==> config.mk <==
export PLATFORM = sky130hd
export DESIGN_NAME = boot_map_decoder
export DESIGN_NICKNAME = d
export VERILOG_FILES = /design/src/rtl/boot_map_pkg.sv /design/src/rtl/bm_overlay_fsm.sv /design/src/rtl/bm_region_decode.sv /design/src/rtl/bm_rdata_mux.sv /design/src/rtl/boot_map_decoder.sv
export SDC_FILE = /design/constraint.sdc
export NUM_CORES = 1
export LEC_CHECK = 0
export BUFFER_PORTS_ARGS = -buffer_cell sky130_fd_sc_hd__buf_2
export CAP_MARGIN = 10
export CORE_AREA = 2 2 102 104
export DETAILED_ROUTE_END_ITERATION = 10
export DIE_AREA = 0 0 104 106
export HOLD_SLACK_MARGIN = 0.15
export MAX_ROUTING_LAYER = met4
export PLACE_DENSITY = 0.49
export SYNTH_ARGS = -nofsm -noshare
export SYNTH_HDL_FRONTEND = slang
export SYNTH_SLANG_ARGS = --single-unit
==> constraint.sdc <==
create_clock -name clk -period 1.8 [get_ports clk]
set_input_delay 0.18 -clock clk [delete_from_list [all_inputs] [get_ports clk]]
set_output_delay 0.18 -clock clk [all_outputs]
set_load 0.005 [all_outputs]
==> src/rtl/boot_map_pkg.sv <==
package boot_map_pkg;

    // Overlay state: boot (ROM at zero) or run (RAM at zero)
    typedef enum logic {
        OVL_BOOT = 1'b0,
        OVL_RUN  = 1'b1
    } ovl_state_e;

    // Which storage answers the current access
    typedef enum logic [1:0] {
        TGT_NONE = 2'd0,
        TGT_ROM  = 2'd1,
        TGT_RAM  = 2'd2
    } tgt_e;

    // Byte-address bits 31:28 of the permanent ROM window
    localparam logic [3:0] HI_WIN_TAG = 4'h4;
    // Byte-address bits 31:30 of the low region
    localparam logic [1:0] LO_REG_TAG = 2'b00;

    function automatic int min_int(input int a, input int b);
        return (a < b) ? a : b;
    endfunction

endpackage

==> src/rtl/bm_overlay_fsm.sv <==
module bm_overlay_fsm
    import boot_map_pkg::*;
(
    input  logic clk,
    input  logic rst_n,
    input  logic hi_read,
    output logic overlay_on
);

    ovl_state_e state_q;
    ovl_state_e state_d;

    // next-state logic
    always_comb begin
        state_d = state_q;
        unique case (state_q)
            OVL_BOOT: if (hi_read) state_d = OVL_RUN;   // leave_boot
            OVL_RUN:  state_d = OVL_RUN;                // hold_run
            default:  state_d = OVL_BOOT;
        endcase
    end

    // state register
    always_ff @(posedge clk or negedge rst_n) begin
        if (!rst_n) state_q <= OVL_BOOT;
        else        state_q <= state_d;
    end

    // outputs
    always_comb begin
        unique case (state_q)
            OVL_BOOT: overlay_on = 1'b1;
            OVL_RUN:  overlay_on = 1'b0;
            default:  overlay_on = 1'b1;
        endcase
    end

    // a window read during boot moves to run on the next cycle
    assert_leave_boot_R6: assert property (@(posedge clk) disable iff (!rst_n)
        (overlay_on && hi_read) |=> !overlay_on);

    // run state is never left without reset
    assert_run_sticky_R10: assert property (@(posedge clk) disable iff (!rst_n)
        !overlay_on |=> !overlay_on);

    // without a window read the boot state is held
    assert_boot_hold_R5: assert property (@(posedge clk) disable iff (!rst_n)
        (overlay_on && !hi_read) |=> overlay_on);

endmodule

==> src/rtl/bm_region_decode.sv <==
module bm_region_decode
    import boot_map_pkg::*;
#(
    parameter int ADDR_W        = 32,
    parameter int ROM_BYTES     = 8 * 1024 * 1024,
    parameter int RAM_BYTES     = 4 * 1024 * 1024,
    parameter int OVL_MAX_BYTES = 4 * 1024 * 1024
) (
    input  logic              clk,
    input  logic              rst_n,
    input  logic              overlay_on,
    input  logic              req_valid,
    input  logic              req_write,
    input  logic [ADDR_W-3:0] req_waddr,
    output tgt_e              tgt,
    output logic [ADDR_W-3:0] rom_waddr,
    output logic [ADDR_W-3:0] ram_waddr,
    output logic              hi_read
);

    localparam int WA_W      = ADDR_W - 2;
    localparam int OVL_BYTES = min_int(ROM_BYTES, OVL_MAX_BYTES);
    localparam logic [WA_W-1:0] ROM_WMASK = WA_W'(ROM_BYTES / 4 - 1);
    localparam logic [WA_W-1:0] OVL_WMASK = WA_W'(OVL_BYTES / 4 - 1);
    localparam logic [WA_W-1:0] RAM_WMASK = WA_W'(RAM_BYTES / 4 - 1);

    logic lo_hit;
    logic hi_hit;

    assign lo_hit  = (req_waddr[WA_W-1 -: 2] == LO_REG_TAG);
    assign hi_hit  = (req_waddr[WA_W-1 -: 4] == HI_WIN_TAG);
    assign hi_read = req_valid && !req_write && hi_hit;

    assign ram_waddr = req_waddr & RAM_WMASK;

    always_comb begin
        tgt       = TGT_NONE;
        rom_waddr = req_waddr & ROM_WMASK;
        if (req_valid) begin
            if (hi_hit) begin
                if (!req_write) tgt = TGT_ROM;       // window writes dropped
            end else if (lo_hit) begin
                if (overlay_on) begin
                    rom_waddr = req_waddr & OVL_WMASK;
                    if (!req_write) tgt = TGT_ROM;   // boot writes dropped
                end else begin
                    tgt = TGT_RAM;
                end
            end
        end
    end

    // during boot a low-region write reaches no storage
    assert_boot_write_drop_R3: assert property (@(posedge clk) disable iff (!rst_n)
        (overlay_on && req_valid && req_write && lo_hit) |-> (tgt == TGT_NONE));

    // a permanent-window write selects nothing
    assert_hi_write_drop_R5: assert property (@(posedge clk) disable iff (!rst_n)
        (req_valid && req_write && hi_hit) |-> (tgt == TGT_NONE));

    // after boot, low-region accesses go to RAM
    assert_run_ram_R7: assert property (@(posedge clk) disable iff (!rst_n)
        (!overlay_on && req_valid && lo_hit) |-> (tgt == TGT_RAM));

    // the overlay index stays within the overlay span
    assert_ovl_span_R2: assert property (@(posedge clk) disable iff (!rst_n)
        (overlay_on && req_valid && lo_hit) |-> ((rom_waddr & ~OVL_WMASK) == '0));

endmodule

==> src/rtl/bm_rdata_mux.sv <==
module bm_rdata_mux
    import boot_map_pkg::*;
#(
    parameter int LANES = 4
) (
    input  tgt_e               tgt,
    input  logic               is_read,
    input  logic [LANES-1:0]   be,
    input  logic [8*LANES-1:0] rom_rdata,
    input  logic [8*LANES-1:0] ram_rdata,
    output logic [8*LANES-1:0] rdata
);

    logic [8*LANES-1:0] word;

    always_comb begin
        word = '0;
        if (is_read) begin
            unique case (tgt)
                TGT_ROM:  word = rom_rdata;
                TGT_RAM:  word = ram_rdata;
                default:  word = '0;
            endcase
        end
    end

    for (genvar i = 0; i < LANES; i++) begin : g_lane
        assign rdata[8*i +: 8] = be[i] ? word[8*i +: 8] : 8'h00;
    end

endmodule

==> src/rtl/boot_map_decoder.sv <==
module boot_map_decoder
    import boot_map_pkg::*;
#(
    parameter int ADDR_W        = 32,
    parameter int DATA_W        = 32,
    parameter int ROM_BYTES     = 8 * 1024 * 1024,
    parameter int RAM_BYTES     = 4 * 1024 * 1024,
    parameter int OVL_MAX_BYTES = 4 * 1024 * 1024
) (
    input  logic                clk,
    input  logic                rst_n,
    input  logic                req_valid,
    input  logic                req_write,
    input  logic [ADDR_W-3:0]   req_waddr,
    input  logic [DATA_W/8-1:0] req_be,
    input  logic [DATA_W-1:0]   req_wdata,
    input  logic [DATA_W-1:0]   rom_rdata,
    input  logic [DATA_W-1:0]   ram_rdata,
    output logic                rom_cs,
    output logic [ADDR_W-3:0]   rom_addr,
    output logic                ram_cs,
    output logic                ram_we,
    output logic [DATA_W/8-1:0] ram_be,
    output logic [ADDR_W-3:0]   ram_addr,
    output logic [DATA_W-1:0]   ram_wdata,
    output logic [DATA_W-1:0]   resp_rdata,
    output logic                overlay_on
);

    localparam int LANES = DATA_W / 8;

    tgt_e tgt;
    logic hi_read;

    bm_overlay_fsm u_fsm (
        .clk        (clk),
        .rst_n      (rst_n),
        .hi_read    (hi_read),
        .overlay_on (overlay_on)
    );

    bm_region_decode #(
        .ADDR_W        (ADDR_W),
        .ROM_BYTES     (ROM_BYTES),
        .RAM_BYTES     (RAM_BYTES),
        .OVL_MAX_BYTES (OVL_MAX_BYTES)
    ) u_dec (
        .clk        (clk),
        .rst_n      (rst_n),
        .overlay_on (overlay_on),
        .req_valid  (req_valid),
        .req_write  (req_write),
        .req_waddr  (req_waddr),
        .tgt        (tgt),
        .rom_waddr  (rom_addr),
        .ram_waddr  (ram_addr),
        .hi_read    (hi_read)
    );

    bm_rdata_mux #(.LANES(LANES)) u_mux (
        .tgt       (tgt),
        .is_read   (!req_write),
        .be        (req_be),
        .rom_rdata (rom_rdata),
        .ram_rdata (ram_rdata),
        .rdata     (resp_rdata)
    );

    assign rom_cs    = (tgt == TGT_ROM);
    assign ram_cs    = (tgt == TGT_RAM);
    assign ram_we    = ram_cs && req_write;
    assign ram_be    = req_be;
    assign ram_wdata = req_wdata;

    // idle bus selects nothing
    assert_idle_quiet_R11: assert property (@(posedge clk) disable iff (!rst_n)
        !req_valid |-> (!rom_cs && !ram_cs));

    // chip selects are never both active
    assert_cs_exclusive_R8: assert property (@(posedge clk) disable iff (!rst_n)
        !(rom_cs && ram_cs));

    // writes return no data
    assert_write_no_data_R9: assert property (@(posedge clk) disable iff (!rst_n)
        (req_valid && req_write) |-> (resp_rdata == '0));

endmodule

==> run metrics <==
predominant post-synthesis flop cell=dfrtp_1; fin worst setup slack=-0.08314 ns; vias in the first global route=1160; register area share after synthesis=1.901%; DR vias/cell=3.542; placed instance count=370; worst reg2reg path depth=2; Antenna diodes=0; global-route wire length before repair=6.058 mm; IO Port Bufs=117; die width=104 um; Synth Cell Area=0.001316 mm2; Die ar.=0.01102 mm2; crit share post-route=104.6%; Synth async-reset ratio=100.0%; Syn Inst Count=191; max-cap violations=0; synth cell count leaders=buf_4, nor2_1, a22oi_1; critical path's slowest cell=or3b_4; biggest registers after layout=u_fsm.state_q x1; Worst Clk Skew=0 ns; Initial Util=13.16%; largest net degree at the start of global routing=26; f_max=531.0 MHz; syn_area_per_cell=6.891 um2; # nets final=375; crit path max fanout=8; Total GRT Usage=6.778%; crit path DAT=1.70 ns; failing checks=setup timing; Core Region=0.01000 mm2; share of layout cells above drive strength 1=73.84%; Crit path largest cell delay=0.47 ns; FF+latch count, synth=1; final WL=4.360 mm; Skew-Pair Late Insertion Delay=0 ns; Final Hold Vio Count=0; fillers=1173; post-place setup slack=-0.4133 ns; power per cell area=178.6 mW/mm2; Reg2Reg Capture Point=u_fsm.state_q; status=complete, but fails checks; min-delay src=req_waddr[8]; CP startpoint kind=primary input; initial antenna violation count=0; Die H=106 um; crit path time final=1.883 ns; top cell type's share of synthesized area=54.18%; Hold Crit Class=in -> out; most common cell in the netlist=buf_4; yosys warns=0; reg2reg setup slack=0.99 ns; DR vias=1321; Biggest register=u_fsm.state_q; Area Overhead vs Synth=33.27%; LEAKAGE=0.8167 nW; gpl congestion=0.6475; gr ovfl total=0; Hold Crit Depth=0; Iter 0 DRT Violations=19; r2r startpoint=u_fsm.state_q; Final ANT Viol Nets=0; Routed wire per std cell=11.69 um; worst path required time=1.62 ns; Layout Cells excl Fill=373; final setup vio count=32; largest area contributor in the netlist=buf_4; Critical Setup Path Class=in -> out; Finished Cell Area=0.001754 mm2; dpl cell area=0.001494 mm2; Synth area leaders=buf_4, a22oi_1, nor2_1, buf_6, or3b_1; Ports=266; number of synthesized flops with an enable pin=0; max FFs per register=1; Critical Path End Type=output pin; worst hold slack=0.3600 ns; cell row count=37; Yosys cell types=21; Pre-Repair DR Iteration Count=4; HPWL after DPL=3.500 mm; RSZ-0062 raised after global routing=true; VDD IR-drop max=0.2040 mV; Pins Over Slew Limit=0; hold worst-path end=ram_addr[8]; crit path cell chain=buf_6, nor4b_4, o21a_1, ha_4, or3b_4, nor2_1, buf_2; # DRC=0
layer usage:
layer	up-vias	wire, um	global-route usage (%)
li1	621	-	-
met1	592	1761	8.656
met2	81	2132	11.23
met3	27	347	1.042
met4	0	119	1.737
met5	-	0	-
stage by stage:
| step | utilization [%] | TNS, ns | total power, mW |
|---|---|---|---|
| after floorplan | - | 0 | 0.2760 |
| after global placement | 14.94 | -9.576 | 0.2534 |
| after detailed placement | 14.94 | -9.812 | 0.2557 |
| after CTS | 15.64 | -1.642 | 0.2726 |
| after global routing | 17.54 | -4.912 | 0.3427 |
| final | 17.54 | -2.147 | 0.3134 |
how the worst max path moves through the flow:
stage                     end  cells past startpoint          start
2_1_floorplan   resp_rdata[0]                      6  req_waddr[29]
3_3_place_gp   resp_rdata[31]                      7  req_waddr[29]
3_5_place_dp   resp_rdata[31]                      7  req_waddr[29]
4_1_cts        resp_rdata[19]                      7  u_fsm.state_q
5_1_grt        resp_rdata[13]                      7  req_waddr[27]
6_report       resp_rdata[14]                      7  req_waddr[27]
kinds of logic (layout without fill, tap and decap cells):
| family | after synthesis | count (layout) | share of synthesized area, % |
|---|---|---|---|
| buffers and inverters | 108 | 136 | 60.46 |
| and+or+nand+nor | 43 | 43 | 15.21 |
| AOI/OAI and AO/OA | 36 | 36 | 20.25 |
| adders and majority gates | 2 | 2 | 1.901 |
| other | 1 | 19 | 0.2849 |
| DFF | 1 | 1 | 1.901 |
report_power, final:
part | internal [mW] | total, mW | switching (mW)
Clock | 0 | 0 | 0
Combinational | 0.155 | 0.280 | 0.125
Sequential | 0.0279 | 0.0330 | 0.00505
worst max-delay path: cells and delay by family:
family / cells / cell delay (ns)
AOI/OAI and AO/OA: 1 / 0.21
adders and majority gates: 1 / 0.23
and+or+nand+nor: 3 / 0.87
buffers and inverters: 2 / 0.20
layout make-up:
cell class                 instances  area, um2  area share [%]
inverter                           2      7.507          0.4280
tap                              136      170.2           9.700
timing repair buffer             134      793.3           45.22
multi-input combinational        100      758.2           43.22
sequential                         1      25.02           1.427
placed cells by master (no fill, tap or decap), drive strengths merged, types with 2 or more instances in the layout:
master and count:
ha 2, conb 19, a22oi 32, or3b 4
nor2 33, inv 2, buf 132
repair_timing:
| action | in CTS | in global routing |
|---|---|---|
| hold buffers | 1 | 0 |
| pin swaps | 28 | 19 |
| gates cloned | 0 | 1 |
| buffers inserted | 0 | 2 |
| endpoints found under the hold margin | 1 | 0 |
| setup endpoints to repair | 33 | 32 |
| gates resized for setup | 13 | 41 |
(Power assumes the default switching activity.)
